===== config.mk =====
export PLATFORM = sky130hd
export DESIGN_NAME = scan_timing_gen
export DESIGN_NICKNAME = d
export VERILOG_FILES = /design/src/rtl/scan_timing_gen.sv
export SDC_FILE = /design/constraint.sdc
export NUM_CORES = 1
export LEC_CHECK = 0
export ABC_AREA = 0
export BUFFER_PORTS_ARGS = -buffer_cell sky130_fd_sc_hd__buf_4
export CORE_ASPECT_RATIO = 0.75
export CORE_MARGIN = 1.5
export CORE_UTILIZATION = 53
export CTS_CLUSTER_SIZE = 8
export DETAILED_ROUTE_END_ITERATION = 7
export PLACE_DENSITY_LB_ADDON = 0.3
export SLEW_MARGIN = 20
export SYNTH_ARGS = -nofsm -noshare
export SYNTH_HDL_FRONTEND = slang
export SYNTH_SLANG_ARGS = --single-unit

===== constraint.sdc =====
create_clock -name clk -period 2.1 [get_ports clk]
set_input_delay 0.21 -clock clk [delete_from_list [all_inputs] [get_ports clk]]
set_output_delay 0.21 -clock clk [all_outputs]
set_load 0.02 [all_outputs]

===== src/rtl/scan_timing_gen.sv =====
module scan_timing_gen #(
  parameter int CW = 15,
  parameter int LW = 14
) (
  input  logic                 clk,
  input  logic                 rst_n,
  input  logic                 wr_en,
  input  logic [2:0]           wr_addr,
  input  logic [31:0]          wr_data,
  input  logic [2:0]           rd_addr,
  output logic [31:0]          rd_data,
  output logic signed [CW-1:0] pos_x,
  output logic signed [CW-1:0] pos_y,
  output logic                 field
);
  localparam int XLSB = 16;

  logic [CW-1:0] odd_sx, odd_sy, odd_px, odd_py, even_sy, even_py;
  logic [CW-1:0] cx, cy;
  logic [LW-1:0] line_w;
  logic          sw, fld;

  function automatic logic [31:0] pad(input logic [CW-1:0] v);
    return {{(32-CW){1'b0}}, v};
  endfunction

  always_ff @(posedge clk) begin
    if (!rst_n) begin
      odd_sx <= '0; odd_sy <= '0; odd_px <= '0; odd_py <= '0;
      even_sy <= '0; even_py <= '0; line_w <= '0; sw <= 1'b0;
    end else if (wr_en) begin
      case (wr_addr)
        3'd0: begin odd_sx <= wr_data[XLSB +: CW]; odd_sy <= wr_data[CW-1:0]; end
        3'd1: begin odd_px <= wr_data[XLSB +: CW]; odd_py <= wr_data[CW-1:0]; end
        3'd2: even_sy <= wr_data[CW-1:0];
        3'd3: even_py <= wr_data[CW-1:0];
        3'd4: sw <= wr_data[0];
        3'd5: line_w <= wr_data[XLSB +: LW];
        default: ;
      endcase
    end
  end

  wire           interlaced = (|even_sy) | (|even_py);
  wire [CW-1:0]  stop_y     = fld ? even_py : odd_py;
  wire           x_end      = (cx == odd_px);
  wire           y_end      = (cy == stop_y);
  wire           nxt_fld    = interlaced & ~fld;

  always_ff @(posedge clk) begin
    if (!rst_n) begin
      cx <= '0; cy <= '0; fld <= 1'b0;
    end else if (!sw) begin
      cx <= odd_sx; cy <= odd_sy; fld <= 1'b0;
    end else if (x_end) begin
      cx <= odd_sx;
      if (y_end) begin
        fld <= nxt_fld;
        cy  <= nxt_fld ? even_sy : odd_sy;
      end else begin
        cy <= cy + CW'(1);
      end
    end else begin
      cx <= cx + CW'(1);
    end
  end

  assign pos_x = cx;
  assign pos_y = cy;
  assign field = fld;

  always_comb begin
    case (rd_addr)
      3'd0:    rd_data = (pad(odd_sx) << XLSB) | pad(odd_sy);
      3'd1:    rd_data = (pad(odd_px) << XLSB) | pad(odd_py);
      3'd2:    rd_data = pad(even_sy);
      3'd3:    rd_data = pad(even_py);
      3'd4:    rd_data = {31'b0, sw};
      3'd5:    rd_data = {{(32-LW){1'b0}}, line_w} << XLSB;
      3'd6:    rd_data = (pad(cx) << XLSB) | {16'b0, fld, cy};
      default: rd_data = '0;
    endcase
  end
endmodule



**After elaboration in Yosys (flattened, before gate mapping)**

Cells that the tools add are included.

- Add/sub/neg operators: 2
- Equal/unequal tests: 14
- Multiplexer cells: 8
- Bitwise operators: 6
- Reductions and logical operators: 12

Operator list:

| kind | number |
|---|---|
| $pmux 31 s7 | 1 |
| $mux 15 | 7 |
| $or 31x15->31 | 2 |
| $or 31x16->31 | 1 |
| $add 15x1->15 const B | 2 |
| $eq 15x15->1 | 2 |
| $reduce_or 15->1 | 2 |
| $reduce_and 2->1 | 8 |
| $eq 3x3->1 const B | 5 |
| $eq 3x2->1 const B | 4 |
| $eq 3x1->1 const B | 2 |
| $logic_not 3->1 | 2 |
| $ne 2x1->1 const B | 1 |
| $and 1x1->1 | 1 |
| $not 1->1 | 1 |
| $or 1x1->1 | 1 |

- Flip-flop bits (word level): 136
- Input port bits: 41
- Output and inout bits: 63
- Word-level logic and storage cells: 53

**Longest topological paths before layout**

- Word-level depth: 7
- Gate-level depth with buffers: 9
- Depth with buffers taken out: 7

**Worst setup path after synthesis**

No wires, ideal clock.

- Kind: reg2reg
- Start point: register cx[7], in the netlist pos_x[7]
- End point: register cx[0], in the netlist pos_x[0]
- Library setup time: 0.116 ns
- Arrival time: 2.119 ns
- Required time: 1.984 ns
- Slack: -0.135 ns
- Cell stages (with the launch flop): 9
- Path buffers: 3
- Period minus slack after synthesis: 2.235 ns
- Cells stage by stage: dfxtp_1 -> clkbuf_1 -> xnor2_1 -> nand4_1 -> nor4_4 -> nor2b_1 -> clkbuf_1 -> clkbuf_1 -> o211a_1

- Word-level cells in the longest chain between the ends: 3

RTL lines:

| item | RTL line | RTL |
|---|---|---|
| start: declaration | 19 | `logic [CW-1:0] cx, cy;` |
| start signal: assignment | 56 | `cx <= odd_sx;` |
| start signal: assignment | 64 | `cx <= cx + CW'(1);` |
| $eq 15x15->1 | 46 | `wire x_end = (cx == odd_px);` |
| $mux 15 | 55 | `end else if (x_end) begin` |
| $mux 15 | 53 | `end else if (!sw) begin` |

No other way between the ends.
A chain may end at the register's enable or synchronous reset.

**Final worst setup path**

- Start point: register fld, in the netlist field
- End point: register cy[11], in the netlist pos_y[11]

- Word-level cells in the longest chain between the ends: 6
- Elaborated cells on any way between the ends: 8
- Classes of those cells: eq/ne (1); mux (5); bitwise (2)

RTL lines:

| item | RTL line | RTL |
|---|---|---|
| start: declaration | 21 | `logic sw, fld;` |
| start signal: assignment | 58 | `fld <= nxt_fld;` |
| parallel branches: the longest is 3 deep, another holds $mux 15 | - |  |
| $mux 15 (*) | 57 | `if (y_end) begin` |
| $mux 15 (*) | 55 |  |
| $mux 15 (*) | 53 |  |
| end signal: assignment | 59 | `cy <= nxt_fld ? even_sy : odd_sy;` |
| end signal: assignment | 61 | `cy <= cy + CW'(1);` |
| end: declaration | 19 |  |

Mark *: on every way between the ends. The select of a mux whose other input is x is not followed.

==> run metrics <==
status finished with violations; failing checks negative setup slack; worst hold path depth 3; Longest Clk Path Bufs 2; Tcrit/Tclk final 103%; initial core utilization 55.1%; Placement Rows 37; die width between 100 and 150 um; Synth Cell Area a little under 0.008 mm^2; Die Span Y 107 um; Seq/Total Area, Yosys between 30% and 40%; Synth Area per Inst slightly below 8 um^2; Via-to-Cell Ratio 5.74; drt drc 0; R2R Setup Slk -0.07 ns; Primary FF master, synth dfxtp_1; Final Hold Fails 0; R2R depth 9; Post-Route Setup TNS -0.646 ns; slew at the pin with the worst max-slew slack 0.712 ns; Worst setup EP type flip-flop; Via Count 7,511; Post-synth EDFFs 0; pwr/cell area 689 mW/mm^2; synth top area cells dfxtp_1, nand2_1, a21boi_0, mux2i_1, xnor2_1; drt pass-1 iters 5; CP arrival 2.48 ns; RR Endpoint pos_y[11]$_SDFFE_PN0P_; top fanout value on the critical path 8; largest net degree at the start of global routing 77; RSZ-0062 raised after global routing yes; CP Cell Sequence buf_4 > mux2i_2 > xnor2_1 > nor4_2 > buf_4 > nand4_4 > buf_6 > mux2i_1 > a22o_1; Post-Route WL 24,500 um; final setup violation count 14; Synth top area share between 30% and 40%; Congestion Overflow GR 0; Clock Tree Root clkbuf_16; Async SR Flop Fraction 0%; Iter 0 DRT Violations 942; Port Buffer Count 100; Final WS setup -0.0733 ns; Place WS -0.0776 ns; ant diodes 0; cts bufs inserted 17; I/O pin cnt 104; Pins Over Slew Limit 0; CTS clock-pin slew for the worst setup and hold paths ~0.070 ns; crit path launch field$_SDFFE_PN0P_; relative slew slack 52.4%; CP Launch Type flip-flop; largest area contributor in the netlist dfxtp_1; Clock H-tree levels 4; syn_nets 1,016; crit-path leading delay family buffers and inverters; maximum VDD drop 0.607 mV; layout cells sized above 1 22.6%; first-pass GRT wire length approximately 38,000 um; most frequent cell on the critical path buf_4; Synth Warn # 0; Min-Delay Startpoint wr_data[25]; GP Congestion about 0.96; WS Path Type reg2reg; reg2reg start field$_SDFFE_PN0P_; slowest cell delay on critical path 0.43 ns; clock sinks about 140; Gate Count Post-Synth 973; static leakage 3.90 nW; max_cap viols 0; worst min path class in2reg; Critical path buffers and inverters 3; WP data required about 2.4 ns; Total Routing Usage GR 32.6%; P&R area growth vs syn 27.1%; CTS tree yes; nets@finish 1,144; Layout Skew between 0.01 and 0.015 ns; fin util 70.1%; CP max-delay cell dfxtp_4; Synth Register Bits about 140; DIE AREA between 0.015 and 0.02 mm^2; wire per inst 18.7 um; Core Box Area 0.0139 mm^2; Min Clock Period, post-route 2.17 ns; fillcell total 1,121; number of global-route vias before repair 6,952; hold_buf cts 0; Max Fclk about 460 MHz; Final ANT Viol Nets 0; initial antenna violation count 2; HPWL after DPL approximately 17,000 um; WHS Endpoint line_w[9]$_SDFFE_PN0P_; synth unique cells 49; Clk Latency, worst-skew pair 0.42 ns
cell usage after synthesis, types with 5 or more instances:
cell type / number
nor2_1: 41
o211a_1: 14
mux2i_1: 69
xnor2_1: 42
xor2_1: 14
inv_1: 12
mux2_2: 9
nand2_1: 278
a21oi_1: 29
a21boi_0: 104
clkbuf_1: 71
o21ai_0: 31
nand4_1: 5
dfxtp_1: 136
and3_1: 7
o22ai_1: 12
nand3_1: 14
nor2b_1: 7
a22o_1: 24
nor4_1: 8
power breakdown:
group | switching, mW | internal, mW | total [mW]
Sequential | 0.0568 | 2.63 | 2.69
Combinational | 0.520 | 0.428 | 0.949
Clock | 1.17 | 1.92 | 3.09
logic make-up (layout without fill, tap and decap cells):
logic type      count (synthesis)  in the layout  share of synthesized area [%]
flops                         136            136                           35.4
simple gates                  384            384                           21.7
xor+xnor                       56             56                           6.38
buf+inv                        91            231                           4.82
mux                            79             79                           10.5
fa+ha+maj                       2              2                          0.326
compound gates                224            224                           20.9
other cells                     1              1                         0.0488
state kept, by name, indices dropped and copies added (netlist names), 14 cells and up:
| register | count |
|---|---|
| even_py | 15 |
| even_sy | 15 |
| odd_px | 15 |
| odd_py | 15 |
| odd_sx | 15 |
| odd_sy | 15 |
| pos_x | 15 |
| pos_y | 15 |
| line_w | 14 |
routing by layer:
metal / up-vias / wire length, um / GRT usage, %
met5: - / 0 / 0
met4: 0 / 268 / 8.62
met3: 28 / 2430 / 5.78
met2: 404 / 10700 / 49.0
met1: 3519 / 11100 / 48.1
li1: 3560 / - / -
cell usage in the layout, fill, tap and decap left out, drive strengths merged, types with 3 or more instances in the layout:
master	netlist	final
nand2	278	278
buf	7	187
dfxtp	136	136
a21boi	104	104
mux2i	69	69
xnor2	42	42
nor2	41	41
o21ai	31	31
a21oi	29	29
a22o	24	24
clkbuf	71	19
nand3	14	14
xor2	14	14
o211a	14	14
inv	13	14
o22ai	12	12
nor4	12	12
mux2	10	10
and3	7	7
nor2b	7	7
nand4	6	6
clkinv	0	5
nor3	5	5
and2	4	4
nor3b	4	4
bufinv	0	3
clkinvlp	0	3
a211oi	3	3
worst max path at each step:
stage	end	slack, ns	depth (start not counted)
after floorplan	pos_y[13]$_SDFFE_PN0P_	0.008	9
after detailed placement	pos_y[9]$_SDFFE_PN0P_	-0.08	7
final	pos_y[11]$_SDFFE_PN0P_	-0.07	9
after global placement	pos_y[9]$_SDFFE_PN0P_	-0.0008	7
after global routing	pos_y[11]$_SDFFE_PN0P_	-0.10	9
after CTS	pos_y[9]$_SDFFE_PN0P_	0.0006	7
tightest hold or removal path, cell delays in order:
cell      delay (ns)
buf_4           0.12
nand2_1         0.04
a21boi_0        0.06
area by class of cell:
type / count / area (um^2) / area share, %
clock buffer: 19 / 453 / 4.64
sequential: 136 / 2730 / 27.9
inverter: 13 / 48.8 / 0.500
multi-input combinational: 746 / 4650 / 47.6
timing repair buffer: 187 / 1500 / 15.3
tap: 195 / 244 / 2.50
clock inverter: 12 / 150 / 1.54
metrics by stage:
step                      total power, mW  cells  cell area, um^2  hold WS, ns
after floorplan                      3.27    973             7700        0.355
after global placement               3.63   1272             9050        0.450
after detailed placement             3.64   1272             9050        0.458
after CTS                            6.70   1307             9720       0.0641
after global routing                 6.91   1308             9770       0.0656
final                                6.73   1308             9770       0.0653
what timing repair did:
| action | CTS | global route |
|---|---|---|
| pin swaps | 5 | 11 |
| gates resized for setup | 8 | 9 |
| buffers inserted | 4 | 1 |
| setup endpoints to repair | 10 | 31 |
| gates cloned | 0 | 0 |
| hold endpoints to repair | 0 | 0 |
No activity file was read; power rests on OpenSTA's default activity.
